[config.mk]
export PLATFORM = sky130hd
export DESIGN_NAME = sar_serial_port
export DESIGN_NICKNAME = d
export VERILOG_FILES = /design/src/rtl/sar_port_pkg.sv /design/src/rtl/sar_port_sync.sv /design/src/rtl/sar_port_timer.sv /design/src/rtl/sar_port_cfg_in.sv /design/src/rtl/sar_port_dout.sv /design/src/rtl/sar_serial_port.sv
export SDC_FILE = /design/constraint.sdc
export NUM_CORES = 1
export LEC_CHECK = 0
export BUFFER_PORTS_ARGS = -buffer_cell sky130_fd_sc_hd__buf_4
export CAP_MARGIN = 15
export CORE_ASPECT_RATIO = 1.4
export CORE_MARGIN = 2
export CORE_UTILIZATION = 49
export DETAILED_ROUTE_END_ITERATION = 7
export MAX_ROUTING_LAYER = met4
export PLACE_DENSITY = 0.74
export SLEW_MARGIN = 10
export SYNTH_ARGS = -nofsm -noshare
export SYNTH_HDL_FRONTEND = slang
export SYNTH_HIERARCHICAL = 1
export SYNTH_SLANG_ARGS = --single-unit
[constraint.sdc]
create_clock -name clk -period 3.5 [get_ports clk]
set_clock_uncertainty 0.1 [all_clocks]
set_input_delay 0.525 -clock clk [delete_from_list [all_inputs] [get_ports clk]]
set_output_delay 0.525 -clock clk [all_outputs]
set_load 0.03 [all_outputs]
[src/rtl/sar_port_pkg.sv]
package sar_port_pkg;
  localparam int CFG_W = 14;

  // Configuration word, MSB first on the wire. Bit 13 is write enable, bit 12 is readback.
  typedef struct packed {
    logic       wr_en;
    logic       readback;
    logic [8:0] spare;
    logic [2:0] chan;
  } cfg_t;
endpackage

[src/rtl/sar_port_sync.sv]
module sar_port_sync #(
  parameter int             W       = 3,
  parameter int             STAGES  = 2,
  parameter logic [W-1:0]   RST_VAL = '0
) (
  input  logic         clk,
  input  logic         rst_n,
  input  logic [W-1:0] d,
  output logic [W-1:0] q
);
  logic [W-1:0] stage [STAGES];

  for (genvar g = 0; g < STAGES; g++) begin : g_stage
    always_ff @(posedge clk) begin
      if (!rst_n) stage[g] <= RST_VAL;
      else if (g == 0) stage[g] <= d;
      else stage[g] <= stage[(g == 0) ? 0 : g-1];
    end
  end

  assign q = stage[STAGES-1];
endmodule

[src/rtl/sar_port_timer.sv]
module sar_port_timer #(
  parameter int CONV_CYCLES = 50
) (
  input  logic clk,
  input  logic rst_n,
  input  logic start,
  output logic busy,
  output logic eoc
);
  localparam int CW = $clog2(CONV_CYCLES + 1);
  localparam logic [CW-1:0] LAST = CW'(CONV_CYCLES - 1);

  logic [CW-1:0] cnt;

  always_ff @(posedge clk) begin
    if (!rst_n) begin
      busy <= 1'b0;
      eoc  <= 1'b0;
      cnt  <= '0;
    end else begin
      eoc <= 1'b0;
      if (busy) begin
        if (cnt == '0) begin
          busy <= 1'b0;
          eoc  <= 1'b1;
        end else begin
          cnt <= cnt - 1'b1;
        end
      end else if (start) begin
        busy <= 1'b1;
        cnt  <= LAST;
      end
    end
  end
endmodule

[src/rtl/sar_port_cfg_in.sv]
module sar_port_cfg_in
  import sar_port_pkg::*;
(
  input  logic clk,
  input  logic rst_n,
  input  logic sck_rise,
  input  logic cnv_lvl,
  input  logic din,
  input  logic eoc,
  input  logic accept,
  output cfg_t act_cfg
);
  localparam int NBW = $clog2(CFG_W + 1);
  localparam logic [NBW-1:0] FULL = NBW'(CFG_W);

  logic [CFG_W-1:0] shreg;
  logic [NBW-1:0]   nbits;
  cfg_t             pend;

  always_ff @(posedge clk) begin
    if (!rst_n) begin
      shreg   <= '0;
      nbits   <= '0;
      pend    <= '0;
      act_cfg <= '0;
    end else if (eoc) begin
      // The pending word moves to active; a complete, write-enabled word becomes pending.
      if (nbits == FULL && shreg[CFG_W-1] && accept) pend <= cfg_t'(shreg);
      act_cfg <= pend;
      nbits   <= '0;
    end else if (sck_rise && !cnv_lvl && nbits != FULL) begin
      shreg <= {shreg[CFG_W-2:0], din};
      nbits <= nbits + 1'b1;
    end
  end
endmodule

[src/rtl/sar_port_dout.sv]
module sar_port_dout #(
  parameter int TOT = 30,
  parameter int LW  = $clog2(TOT + 1)
) (
  input  logic           clk,
  input  logic           rst_n,
  input  logic           eoc,
  input  logic [TOT-1:0] load_word,
  input  logic [LW-1:0]  load_len,
  input  logic           sck_fall,
  input  logic           cnv_lvl,
  output logic           sdo,
  output logic           sdo_en
);
  logic [TOT-1:0] shreg;
  logic [LW-1:0]  remain;

  always_ff @(posedge clk) begin
    if (!rst_n) begin
      shreg  <= '0;
      remain <= '0;
    end else if (eoc) begin
      shreg  <= load_word;
      remain <= load_len;
    end else if (sck_fall && !cnv_lvl && remain != '0) begin
      shreg  <= {shreg[TOT-2:0], 1'b0};
      remain <= remain - 1'b1;
    end
  end

  assign sdo    = shreg[TOT-1];
  assign sdo_en = !cnv_lvl && (remain != '0);
endmodule

[src/rtl/sar_serial_port.sv]
module sar_serial_port
  import sar_port_pkg::*;
#(
  parameter int CONV_CYCLES = 50,
  parameter int NCH         = 8,
  parameter int RES_W       = 16
) (
  input  logic                 clk,
  input  logic                 rst_n,
  input  logic                 cnv_i,
  input  logic                 sck_i,
  input  logic                 din_i,
  input  logic [NCH*RES_W-1:0] sample_i,
  output logic                 sdo_o,
  output logic                 sdo_en_o
);
  localparam int TOT   = RES_W + CFG_W;
  localparam int LW    = $clog2(TOT + 1);
  localparam int SEL_W = (NCH > 1) ? $clog2(NCH) : 1;

  logic cnv_s, sck_s, din_s;
  logic cnv_q, sck_q;
  logic cnv_rise, sck_rise, sck_fall;
  logic busy, eoc;
  logic [1:0] eoc_cnt;
  cfg_t act_cfg;
  logic [RES_W-1:0] samples [NCH];
  logic [RES_W-1:0] result;
  logic [TOT-1:0]   load_word;
  logic [LW-1:0]    load_len;

  // The conversion line resets high so that a host holding it high through reset sees no edge.
  sar_port_sync #(.W(3), .STAGES(2), .RST_VAL(3'b100)) u_sync (
    .clk(clk), .rst_n(rst_n),
    .d({cnv_i, sck_i, din_i}),
    .q({cnv_s, sck_s, din_s})
  );

  always_ff @(posedge clk) begin
    if (!rst_n) begin
      cnv_q <= 1'b1;
      sck_q <= 1'b0;
    end else begin
      cnv_q <= cnv_s;
      sck_q <= sck_s;
    end
  end

  assign cnv_rise = cnv_s & ~cnv_q;
  assign sck_rise = sck_s & ~sck_q;
  assign sck_fall = ~sck_s & sck_q;

  sar_port_timer #(.CONV_CYCLES(CONV_CYCLES)) u_timer (
    .clk(clk), .rst_n(rst_n), .start(cnv_rise), .busy(busy), .eoc(eoc)
  );

  // Number of ends of conversion seen since reset, saturating at three.
  always_ff @(posedge clk) begin
    if (!rst_n) eoc_cnt <= '0;
    else if (eoc && eoc_cnt != 2'd3) eoc_cnt <= eoc_cnt + 2'd1;
  end

  sar_port_cfg_in u_cfg (
    .clk(clk), .rst_n(rst_n), .sck_rise(sck_rise), .cnv_lvl(cnv_s),
    .din(din_s), .eoc(eoc), .accept(eoc_cnt != 2'd0), .act_cfg(act_cfg)
  );

  for (genvar c = 0; c < NCH; c++) begin : g_chan
    assign samples[c] = sample_i[c*RES_W +: RES_W];
  end

  assign result    = (eoc_cnt == 2'd3) ? samples[act_cfg.chan[SEL_W-1:0]] : '1;
  assign load_word = {result, act_cfg};
  assign load_len  = act_cfg.readback ? LW'(TOT) : LW'(RES_W);

  sar_port_dout #(.TOT(TOT), .LW(LW)) u_dout (
    .clk(clk), .rst_n(rst_n), .eoc(eoc), .load_word(load_word),
    .load_len(load_len), .sck_fall(sck_fall), .cnv_lvl(cnv_s),
    .sdo(sdo_o), .sdo_en(sdo_en_o)
  );
endmodule

== Word-level counts from Yosys, hierarchy flattened ==
Memories as Yosys holds them, arrays and structs flattened.
Cells that the tools add are included.

* Memories: 1
* Memory bits (read-only): 0
* Bits in latches: 0
* Bits in registers: 93
* Memory bits (writable): 6
* Output and inout port bits: 2

* Bitwise gates (word level): 11
* Mux-type cells: 20
* $add $sub $neg: 4
* $lt $le $gt $ge: 1
* Divide/modulo/power cells: 0
* Shift-type cells: 0
* $mul: 0
* Equal/unequal tests: 5
* Reductions and logical operators: 19

{| class="wikitable"
|+ Memory list
! name !! words !! bits a word !! rd ports !! clocked after Yosys merged registers in !! write ports !! RTL line !! text
|-
| u_sync.stage || 2 || 3 || 2 || 0 || 2 || sar_port_sync.sv:11 || <nowiki>logic [W-1:0] stage [STAGES];</nowiki>
|}

{| class="wikitable"
|+ Operator list
! kind !! count
|-
| 30-bit 2-to-1 mux || 2
|-
| 16-bit binary-select mux with 3-bit select || 1
|-
| 16-bit 2-to-1 mux || 3
|-
| 6-bit 2-to-1 mux || 3
|-
| 5-bit 2-to-1 mux || 2
|-
| 1-bit logical AND || 8
|-
| 2-bit AND reduction || 4
|-
| 6-bit logical NOT || 1
|-
| 1-bit 2-to-1 mux || 6
|-
| 3-bit 2-to-1 mux || 2
|-
| 2-bit nonzero test || 3
|-
| 6-bit by 1-bit subtractor with 6-bit output (second input constant) || 1
|-
| 1-bit inverter || 5
|-
| 5-bit nonzero test || 1
|-
| 5-bit by 1-bit subtractor with 5-bit output (second input constant) || 1
|-
| 4-bit by 1-bit adder with 4-bit output (second input constant) || 1
|-
| 4-bit == test (second input constant) || 1
|-
| 4-bit greater-or-equal comparator (second input constant) || 1
|-
| 4-bit 2-to-1 mux || 1
|-
| 2-bit inequality test (second input constant) || 2
|-
| 4-bit inequality test (second input constant) || 1
|-
| 3-bit inverter with 4-bit output || 1
|-
| 1-bit AND || 3
|-
| 2-bit by 1-bit adder with 2-bit output (second input constant) || 1
|-
| other kinds (4) || 5
|}

== Longest topological paths before layout ==
Gate-level depths: netlist of the first run.
An unclocked memory read counts as a cell.

* Depth in word-level cells: 7
* Depth in mapped cells: 8
* Gate-level depth less buffers: 6

== By module ==
The synthesis of the first run kept the hierarchy.

{| class="wikitable"
|+ Modules (own cells, without submodules)
! module !! times used !! seq. area each (µm²) !! cells an instance !! area each (µm²)
|-
| sar_port_cfg_in || 1 || 920.9 || 198 || 1900.6
|-
| sar_port_dout || 1 || 700.7 || 208 || 1675.4
|-
| sar_serial_port || 1 || 80.1 || 151 || 1410.1
|-
| sar_port_timer || 1 || 160.2 || 42 || 405.4
|-
| sar_port_sync || 1 || 120.1 || 12 || 157.7
|}

== Least setup slack after synthesis of the first run ==
OpenSTA, ideal clock, no wires.

* Path type: register -> output
* Start point: register u_dout.remain[0]
* End point: output port sdo_en_o
* Slack: 1.592 ns
* Data arrival time: 1.283 ns
* Required time: 2.875 ns
* Cell stages (with the launch flop): 6
* Path through: dfxtp_1 -> inv_1 -> ha_1 -> nor4b_4 -> buf_6 -> nor2_1

* Word-level cells in the longest chain between the ends: 2

{| class="wikitable"
|+ Ends and longest elaborated chain
! what !! RTL line !! text
|-
| start: declaration || sar_port_dout.sv:16 || <nowiki>logic [LW-1:0] remain;</nowiki>
|-
| start signal: assignment || sar_port_dout.sv:24 || <nowiki>remain <= load_len;</nowiki>
|-
| start signal: assignment || sar_port_dout.sv:27 || <nowiki>remain <= remain - 1'b1;</nowiki>
|-
| 5-bit nonzero test || sar_port_dout.sv:32 || <nowiki>assign sdo_en = !cnv_lvl && (remain != '0);</nowiki>
|-
| 1-bit logical AND || sar_port_dout.sv:32 ||
|-
| end: declaration || sar_serial_port.sv:15 || <nowiki>output logic sdo_en_o</nowiki>
|}

Every way passes these cells.

== Worst setup path in the final report of the first run ==
Same ends and word-level chain as after synthesis.

==> results of run 1 <==
cell type report:
type	instances	area, sq um	share of cell area (%)
clock inverters	3	45.0	0.668
flip-flops and latches	99	1990	29.5
well taps	144	180	2.67
repair buffers	139	1040	15.5
multi-input cells	447	3180	47.2
inverters	11	41.3	0.613
clock buffers	13	262	3.88
kinds of logic (layout without fill, tap and decap cells):
family | after synthesis | count (layout) | share of synthesized area (%)
compound gates | 222 | 222 | 24.6
xor+xnor | 1 | 1 | 0.158
fa+ha+maj | 7 | 7 | 1.58
buf+inv | 65 | 166 | 6.99
flops | 99 | 99 | 35.7
mux | 80 | 80 | 16.2
other cells | 2 | 2 | 0.135
simple gates | 135 | 135 | 14.5
per-layer routing:
layer,up-vias,track usage [%]
li1,2458,-
met1,2314,27.0
met2,188,40.3
met3,23,4.56
met4,0,8.70
met5,-,-
cell usage in the layout (no fill, tap or decap), types with 2 or more instances in the layout:
master / count
buf_4: 139
dfxtp_1: 98
o21ai_0: 81
nand3_1: 61
mux2i_1: 48
a31oi_1: 30
o21ai_1: 25
nor2b_1: 22
a21boi_0: 18
a22o_1: 17
mux2_4: 16
o22ai_1: 16
mux2_2: 11
a21boi_1: 11
inv_1: 10
clkbuf_16: 10
nand2b_1: 9
and2_1: 7
ha_1: 7
a21oi_1: 7
nor2_1: 6
nand2_1: 5
mux2_1: 5
or3_1: 4
clkbuf_1: 3
o311ai_0: 3
nand3b_1: 3
clkinvlp_4: 2
and3_1: 2
o41ai_1: 2
or4b_4: 2
nor3_1: 2
conb_1: 2
or3b_1: 2
o31a_1: 2
power groups by stage:
stage                     clock [W]  combinational (W)  sequential [W]
after detailed placement          0           0.000268         0.00118
after global placement            0           0.000263         0.00118
after floorplan                   0           0.000131         0.00118
after global routing        0.00106           0.000292         0.00116
after CTS                   0.00102           0.000270         0.00115
final                      0.000998           0.000270         0.00115
registers in the layout, summed over array words and instances, names as in the netlist, 2 cells and up:
signal / flops
eoc_cnt: 2
u_timer/cnt: 6
u_dout/remain: 5
u_cfg/nbits: 4
u_cfg/pend: 14
u_cfg/shreg: 14
u_cfg/act_cfg: 14
u_dout/shreg: 30
u_sync/stage: 6
worst register-to-register path: cells and delay by family (launching register included):
kind | cells | cell delay (ns)
mux | 1 | 0.33
compound gates | 4 | 0.48
buf+inv | 1 | 0.31
flops | 1 | 0.96
worst max-delay path by stage:
stage	slack (ns)	to	from	depth (start not counted)
detailed placement	1.19	u_dout/shreg[17]	u_cfg/act_cfg[2]	6
CTS	0.95	sdo_en_o	u_dout/remain[0]	5
finish	0.96	sdo_en_o	u_dout/remain[0]	5
global placement	1.26	u_dout/shreg[17]	u_cfg/act_cfg[2]	6
floorplan	1.59	sdo_en_o	u_dout/remain[0]	5
global route	0.81	sdo_en_o	u_dout/remain[0]	5
stage by stage:
stage          area [sq um]  utilization, %  power (W)
2_1_floorplan          5550               -    0.00131
3_3_place_gp           6430            57.6    0.00144
3_5_place_dp           6430            57.6    0.00145
4_1_cts                6740            60.4    0.00244
5_1_grt                6740            60.4    0.00251
6_report               6740            60.4    0.00242
==> results.ini, run 1 <==
[floorplan]
die-area_sq_mm = 0.0122
initial_core_util_pct = 49.7
ioPinCount = 135
die_x_um = 93.9
core_area_sq_mm = 0.0112
fp.dieH_um = 130
num_rows = 46

[timing]
rsz0062_at_grt = false
layout_worst_path_cycle_share_pct = 72.5
setup_tns_ns = 0
fin_ws_ns = 0.964
finalSetupViolCount = 0
max_slew_margin_pct = 25.9
slew_viol_final = 0
hold_viol_final = 0
fmax_mhz = 394
max_slew.worst_pin.slew_ns = 1.11
min_period_ns = 2.54
whs_ns = 0.264

[power_and_ir_drop]
p_clk_share_pct = 41.2
switching_share_pct = 21.5
ir_worst_vdd_uv = 318
power_frac_comb_pct = 11.1
p_leak_nw = 2.45
p_seq_share_pct = 47.7
power.switching_w = 0.000520
powerDensity_mw_per_mm2 = 359
cellInternalPower_w = 0.00190

[clock_tree]
clock_tree.buffer_depth = 2
clock_sinks = 99
cts_tree = yes
cts_resized = 0
path_clk_slew_ns = 0.06
cts_setup_buffers = 0
cts-buffers-inserted = 9
h-tree-depth = 3
cts_hold_buffers = 0
clock_latency_ns = 0.34
root_buffer = clkbuf_16

[logic_synthesis]
yosysTopAreaCellShare_pct = 35.7
yosys-top-cells-area = dfxtp_1 (36%), mux2i_1 (8.7%), o21ai_0 (7.3%), nand3_1 (5.5%), mux2_4 (4.3%)
synth_most_common_cell = dfxtp_1
netlist_top_cells_count = dfxtp_1 (99), o21ai_0 (81), nand3_1 (61)
synth.net_count = 751
synth-seq-area-share_pct = 35.7
synth_area_sq_mm = 0.00555
yosysWarnings = 6
yosys.area.top_type = dfxtp_1
syn_inst = 611
synth_area_per_cell_sq_um = 9.08
synth.distinct_cells = 59
synth_edf_count = 0
synthArstFlopShare_pct = 0
ys.flop_type = dfxtp_1
synth_seq_cells = 99

[route]
drc = 0
routedWlPerCell_um = 16.6
viasPerCell = 5.82
dr_wl_met3_mm = 1.04
wl_met1_mm = 5.83
wl_met2_mm = 6.99
dr.first_iter.drc_count = 278
ant_nets = 0
top_layer_used = met4
drtPass1Iterations = 7
drt_wl_total_mm = 14.2
vias = 4983

[worst_hold_path]
hold_depth = 2
holdCritStartpoint = cnv_i
holdPathEnd = u_sync/stage[0][2]
hp-class = in2reg

[critical_path]
critPathRequiredTime_ns = 2.87
ff2ff_path_depth = 6
path_cells = inv_1 -> ha_1 -> nor4b_4 -> nor2_1 -> buf_4
rrSetupSlack_ns = 1.20
slowest_stage = nor4b_4
crit_buf_inv = 2
start_kind = register
cp_max_fo = 15
arrival_ns = 1.91
cpPeakStageDelay_ns = 0.60
cp-end-kind = primary output
r2r-start = u_cfg/act_cfg[2]
criticalPathCategory = reg2out
r2r-end = u_dout/shreg[17]
path_delay_family = simple AND/OR/NAND/NOR gates

[grt]
grt.total_usage_pct = 23.5
grt-ovfl-total = 0
grt_pass1_vias = 4717
grt_max_degree = 98
grt_pass1_wl_mm = 22.4
antenna_found_initial = 0

[run]
drv_cap = 0

[outcome]
status = finished clean

[final_layout]
antenna_cells = 0
drive_above_1_share_pct = 26.5
nFillCells = 952
synthToLayoutAreaGrowth_pct = 21.4
nets = 847
final-instance-count-excl-fill = 856

[placement]
gp_congestion = 0.842
placed_cells = 840
place_ws_ns = 1.19
portBuffers = 134
dp_hpwl_mm = 10.1

(Power assumes the default switching activity.)
==> inputs of run 2 (changes only) <==
PLACE_DENSITY = 0.77   (was 0.74)
clock period = 2 ns   (was 3.5 ns; I/O delays follow)
==> run 2 against run 1 <==
Critical path depth stayed put. Sequential power is 76% higher. Critical path type unchanged. Clock-buffer cell count is 3 lower. Final area is 2.6% higher.
==> results.ini, run 2 (synthesis gave the netlist of run 1 again) <==
[clock_tree]
cts_tree = yes
root_buffer = clkbuf_16
path_clk_slew_ns = 0.07  ; about the same
h-tree-depth = 3  ; unchanged
cts-buffers-inserted = 9  ; unchanged
cts_hold_buffers = 0  ; unchanged
clock_latency_ns = 0.35  ; about the same
clock_sinks = 99  ; unchanged
clock_tree.buffer_depth = 2  ; unchanged

[worst_hold_path]
hold_depth = 2  ; unchanged
holdPathEnd = u_sync/stage[0][2]
holdCritStartpoint = cnv_i
hp-class = in2reg

[timing]
max_slew_margin_pct = 50.9  ; +25 points
fin_ws_ns = 0.0798  ; -0.884 ns
setup_tns_ns = 0  ; unchanged
finalSetupViolCount = 0  ; unchanged
rsz0062_at_grt = false
slew_viol_final = 0  ; unchanged
layout_worst_path_cycle_share_pct = 96.0
max_slew.worst_pin.slew_ns = 0.736  ; -0.376 ns
fmax_mhz = 521
hold_viol_final = 0  ; unchanged
min_period_ns = 1.92
whs_ns = 0.0385  ; -0.225 ns

[placement]
placed_area_sq_mm = 0.00659  ; +2.4%
place_ws_ns = -0.00892  ; -1.19 ns
portBuffers = 134  ; unchanged
gp_congestion = 0.835  ; -0.83%
dp_hpwl_mm = 10.4  ; +3.5%

[final_layout]
design_area_sq_mm = 0.00691  ; +2.6%
layout_commonest_cell = buf_4
nFillCells = 948  ; -0.42%
post-route-util_pct = 61.9  ; +1.6 points
nets = 862  ; +1.8%
antenna_cells = 0  ; unchanged
largest_reg_flops = 30  ; unchanged
drive_above_1_share_pct = 28.5  ; +1.9 points
final_cell_mix = buf_4 (150), dfxtp_1 (98), o21ai_0 (81), nand3_1 (61), mux2i_1 (48)
synthToLayoutAreaGrowth_pct = 24.6
top_register = u_dout/shreg

[critical_path]
cp-end-kind = primary output
critPathRequiredTime_ns = 1.60  ; -1.27 ns
arrival_ns = 1.52  ; -0.39 ns
cp_max_fo = 3  ; -12
r2r-end = u_dout/shreg[29]
r2r-start = u_dout/remain[0]
criticalPathCategory = reg2out
start_kind = register
rrSetupSlack_ns = 0.17  ; -1.03 ns
ff2ff_path_depth = 5  ; -1

[route]
wl_met2_mm = 7.46  ; +6.7%
ant_nets = 0  ; unchanged
dr.first_iter.drc_count = 279  ; +0.36%
dr_wl_met3_mm = 1.19  ; +14%
top_layer_used = met4
drc = 0  ; unchanged
drt_wl_total_mm = 14.9  ; +5.0%
vias = 5140  ; +3.2%
viasPerCell = 5.90  ; +1.4%
drtPass1Iterations = 6  ; -1
routedWlPerCell_um = 17.2  ; +3.2%
wl_met1_mm = 6.02  ; +3.3%

[floorplan]
core_area_sq_mm = 0.0112  ; unchanged
num_rows = 46  ; unchanged
ioPinCount = 135  ; unchanged
die_x_um = 93.9  ; unchanged
die-area_sq_mm = 0.0122  ; unchanged
fp.dieH_um = 130  ; unchanged
initial_core_util_pct = 49.7  ; unchanged

[power_and_ir_drop]
p_leak_nw = 2.56  ; +4.3%
ir_worst_vdd_uv = 461  ; +45%
powerDensity_mw_per_mm2 = 632  ; +76%

[outcome]
status = finished clean

[grt]
grt_pass1_vias = 4998  ; +6.0%
grt-ovfl-total = 0  ; unchanged
grt_pass1_wl_mm = 23.8  ; +6.4%
antenna_found_initial = 0  ; unchanged
grt_max_degree = 65  ; -34%
grt.total_usage_pct = 24.9  ; +1.4 points

[run]
drv_cap = 0  ; unchanged

==> run 2: cell count changes in the layout (fill, tap and decap cells not counted), sizes merged <==
cell,delta
buf,+15
clkbuf,-3
inv,+2
bufinv,+1
clkinv,+1
clkinvlp,-1
==> run 2: worst max path at each step <==
| stage | start | endpoint | slack [ns] |
|---|---|---|---|
| after floorplan | u_dout/remain[0] | sdo_en_o | 0.32 |
| after global placement | u_cfg/act_cfg[0] | u_dout/shreg[20] | 0.10 |
| after detailed placement | u_cfg/act_cfg[0] | u_dout/shreg[25] | -0.009 |
| after CTS | u_dout/remain[0] | sdo_en_o | 0.09 |
| after global routing | u_dout/remain[0] | sdo_en_o | 0.02 |
| final | u_dout/remain[0] | sdo_en_o | 0.08 |
==> run 2: final cells by class <==
| cell class | instances | area, sq um | area share, % |
|---|---|---|---|
| Clock buffer | 10 | 229 | 3.31 |
| Clock inverter | 6 | 87.6 | 1.27 |
| Inverter | 11 | 41.3 | 0.597 |
| Multi-Input combinational cell | 447 | 3180 | 46.1 |
| Sequential cell | 99 | 1990 | 28.7 |
| Tap cell | 144 | 180 | 2.61 |
| Timing Repair Buffer | 154 | 1210 | 17.4 |
==> run 2: repair_timing <==
| action | 4_1_cts | 5_1_grt |
|---|---|---|
| gates resized for setup | 1 | 0 |
| setup endpoints to repair | 5 | 0 |
| buffers inserted | 1 | 0 |
==> run 2: metal layers <==
layer | track usage [%] | vias up
li1 | - | 2493
met1 | 28.9 | 2401
met2 | 43.1 | 223
met3 | 5.14 | 23
met4 | 7.50 | 0
met5 | - | -
==> run 2: worst max-delay path, stage by stage, from the launching register on <==
cell,delay [ns]
dfxtp_1,0.35
inv_1,0.07
ha_1,0.24
nor4b_4,0.15
nor2_1,0.18
buf_4,0.20
==> run 2: metrics by stage <==
stage	std cells	total power, W
4_1_cts	871	0.00438
6_report	871	0.00437
3_5_place_dp	854	0.00255
5_1_grt	871	0.00451
3_3_place_gp	854	0.00254
2_1_floorplan	611	0.00229
==> run 2: power by group <==
part / switching (W) / internal (W)
Sequential: 0.0000213 / 0.00200
Clock: 0.000755 / 0.00110
Combinational: 0.000197 / 0.000298
==> inputs of run 3 (changes only) <==
PLACE_DENSITY = 0.74   (was 0.77)
clock period = 2.2 ns   (was 2 ns; I/O delays follow)
==> run 3 against run 2 <==
Critical path depth stayed put. Register-to-register slack got worse by 0.02 ns. Non-clock buffer count shrank 3. Power shrank 11%. Sequential power fell by 9%. Clock power down 13%. Via count down 0.58%. Die area unchanged. Utilization down 0.45 points. Setup slack better by 0.075 ns. Critical endpoint is now u_dout/shreg[29]. Largest cell class unchanged. Highest routed layer unchanged.
==> results.ini, run 3 (synthesis gave the netlist of run 1 again) <==
[clock_tree]
path_clk_slew_ns = 0.07  ; about the same
cts_hold_buffers = 0  ; unchanged
clock_tree.buffer_depth = 2  ; unchanged
clock_sinks = 99  ; unchanged
cts-buffers-inserted = 9  ; unchanged
root_buffer = clkbuf_16
h-tree-depth = 3  ; unchanged
cts_tree = yes
clock_latency_ns = 0.35  ; about the same

[route]
viasPerCell = 5.89  ; -0.24%
ant_nets = 0  ; unchanged
drtPass1Iterations = 5  ; -1
routedWlPerCell_um = 16.9  ; -1.6%
drt_wl_total_mm = 14.7  ; -2.0%
drc = 0  ; unchanged
dr.first_iter.drc_count = 398  ; +43%
vias = 5110  ; -0.58%

[critical_path]
start_kind = register
criticalPathCategory = reg2reg
slowest_stage = nor2_1
cp-end-kind = register
cp_max_fo = 16  ; +13
crit_buf_inv = 0  ; -2
path_cells = nor2_1 -> a22o_1 -> o21ai_1 -> o21ai_0 -> a31oi_1
arrival_ns = 2.14  ; +0.62 ns
path_delay_family = simple AND/OR/NAND/NOR gates
critPathRequiredTime_ns = 2.30  ; +0.70 ns
cpPeakStageDelay_ns = 0.88  ; +0.53 ns

[final_layout]
nets = 859  ; -0.35%
multi_input_area_sq_mm = 0.00318  ; about the same
synthToLayoutAreaGrowth_pct = 23.7
nFillCells = 977  ; +3.1%
largest_reg_flops = 30  ; unchanged
ff_latch_area_sq_mm = 0.00199  ; unchanged
drive_above_1_share_pct = 28.2  ; -0.30 points
layout_commonest_cell = buf_4
design_area_sq_mm = 0.00686  ; -0.72%
antenna_cells = 0  ; unchanged
top_register = u_dout/shreg
final_cell_mix = buf_4 (148), dfxtp_1 (98), o21ai_0 (81), nand3_1 (61), mux2i_1 (48)

[placement]
gp_congestion = 0.795  ; -4.8%
place_ws_ns = 0.160  ; +0.169 ns
dp_hpwl_mm = 10.2  ; -1.9%
portBuffers = 134  ; unchanged
placed_area_sq_mm = 0.00655  ; -0.53%

[timing]
whs_ns = 0.0625  ; +0.0240 ns
layout_worst_path_cycle_share_pct = 93.0
fin_ws_ns = 0.155  ; +0.0751 ns
fmax_mhz = 489
max_slew_margin_pct = 23.6  ; -27 points
hold_viol_final = 0  ; unchanged
setup_tns_ns = 0  ; unchanged
finalSetupViolCount = 0  ; unchanged
max_slew.worst_pin.slew_ns = 1.14  ; +0.406 ns
rsz0062_at_grt = false
min_period_ns = 2.05
slew_viol_final = 0  ; unchanged

[floorplan]
fp.dieH_um = 130  ; unchanged
core_area_sq_mm = 0.0112  ; unchanged
die_x_um = 93.9  ; unchanged
die-area_sq_mm = 0.0122  ; unchanged
ioPinCount = 135  ; unchanged
initial_core_util_pct = 49.7  ; unchanged
num_rows = 46  ; unchanged

[power_and_ir_drop]
ir_worst_vdd_uv = 457  ; -0.93%
powerDensity_mw_per_mm2 = 566  ; -10%
finalPower_w = 0.00388  ; -11%
p_leak_nw = 2.52  ; -1.3%

[grt]
grt_max_degree = 65  ; unchanged
grt_pass1_vias = 4758  ; -4.8%
antenna_found_initial = 1  ; +1
grt_pass1_wl_mm = 23.0  ; -3.5%
grt-ovfl-total = 0  ; unchanged
grt.total_usage_pct = 24.2  ; -0.67 points

[outcome]
status = finished clean

[run]
drv_cap = 0  ; unchanged

[worst_hold_path]
hp-class = in2reg

-- run 3: timing repair --
| item | in CTS | in global routing |
|---|---|---|
| setup endpoints to repair | 1 | 6 |
| resized for setup | 0 | 1 |
| setup buffers | 1 | 0 |
-- run 3: metrics by stage --
stage	instances	util, %
6_report	868	61.5
5_1_grt	868	61.5
4_1_cts	868	61.5
3_5_place_dp	851	58.7
3_3_place_gp	851	58.7
2_1_floorplan	611	-
-- run 3: power breakdown --
| part | total [W] | internal (W) | leakage (nW) | switching [W] |
|---|---|---|---|---|
| sequential | 0.00184 | 0.00182 | 0.801 | 0.0000193 |
| clock | 0.00161 | 0.000919 | 0.147 | 0.000689 |
| combinational | 0.000439 | 0.000265 | 1.58 | 0.000175 |
-- run 3: worst paths after layout --
check / startpoint / endpoint / cells past startpoint / slack (ns)
setup / recovery: u_cfg/act_cfg[0] / u_dout/shreg[29] / 5 / 0.15
hold reg to reg: u_sync/stage[0][2] / u_sync/stage[1][2] / 1 / 0.32
setup reg to reg: u_cfg/act_cfg[0] / u_dout/shreg[29] / 5 / 0.15
hold / removal: cnv_i / u_sync/stage[0][2] / 2 / 0.06
-- run 3: area by class of cell --
| cell class | count | share of cell area [%] |
|---|---|---|
| Inverter | 11 | 0.602 |
| Tap cell | 144 | 2.62 |
| Clock buffer | 11 | 3.54 |
| Timing Repair Buffer | 151 | 17.1 |
| Sequential cell | 99 | 28.9 |
| Clock inverter | 5 | 0.875 |
| Multi-Input combinational cell | 447 | 46.4 |
-- run 3: routing by layer --
| metal | part of all wire (%) | up-vias | wire length, um | global-route usage [%] |
|---|---|---|---|---|
| met5 | 0 | - | 0 | - |
| met4 | 1.9 | 0 | 277 | 8.10 |
| met3 | 7.6 | 24 | 1110 | 5.20 |
| met2 | 48 | 207 | 7050 | 39.3 |
| met1 | 42 | 2390 | 6210 | 29.9 |
| li1 | - | 2489 | - | - |
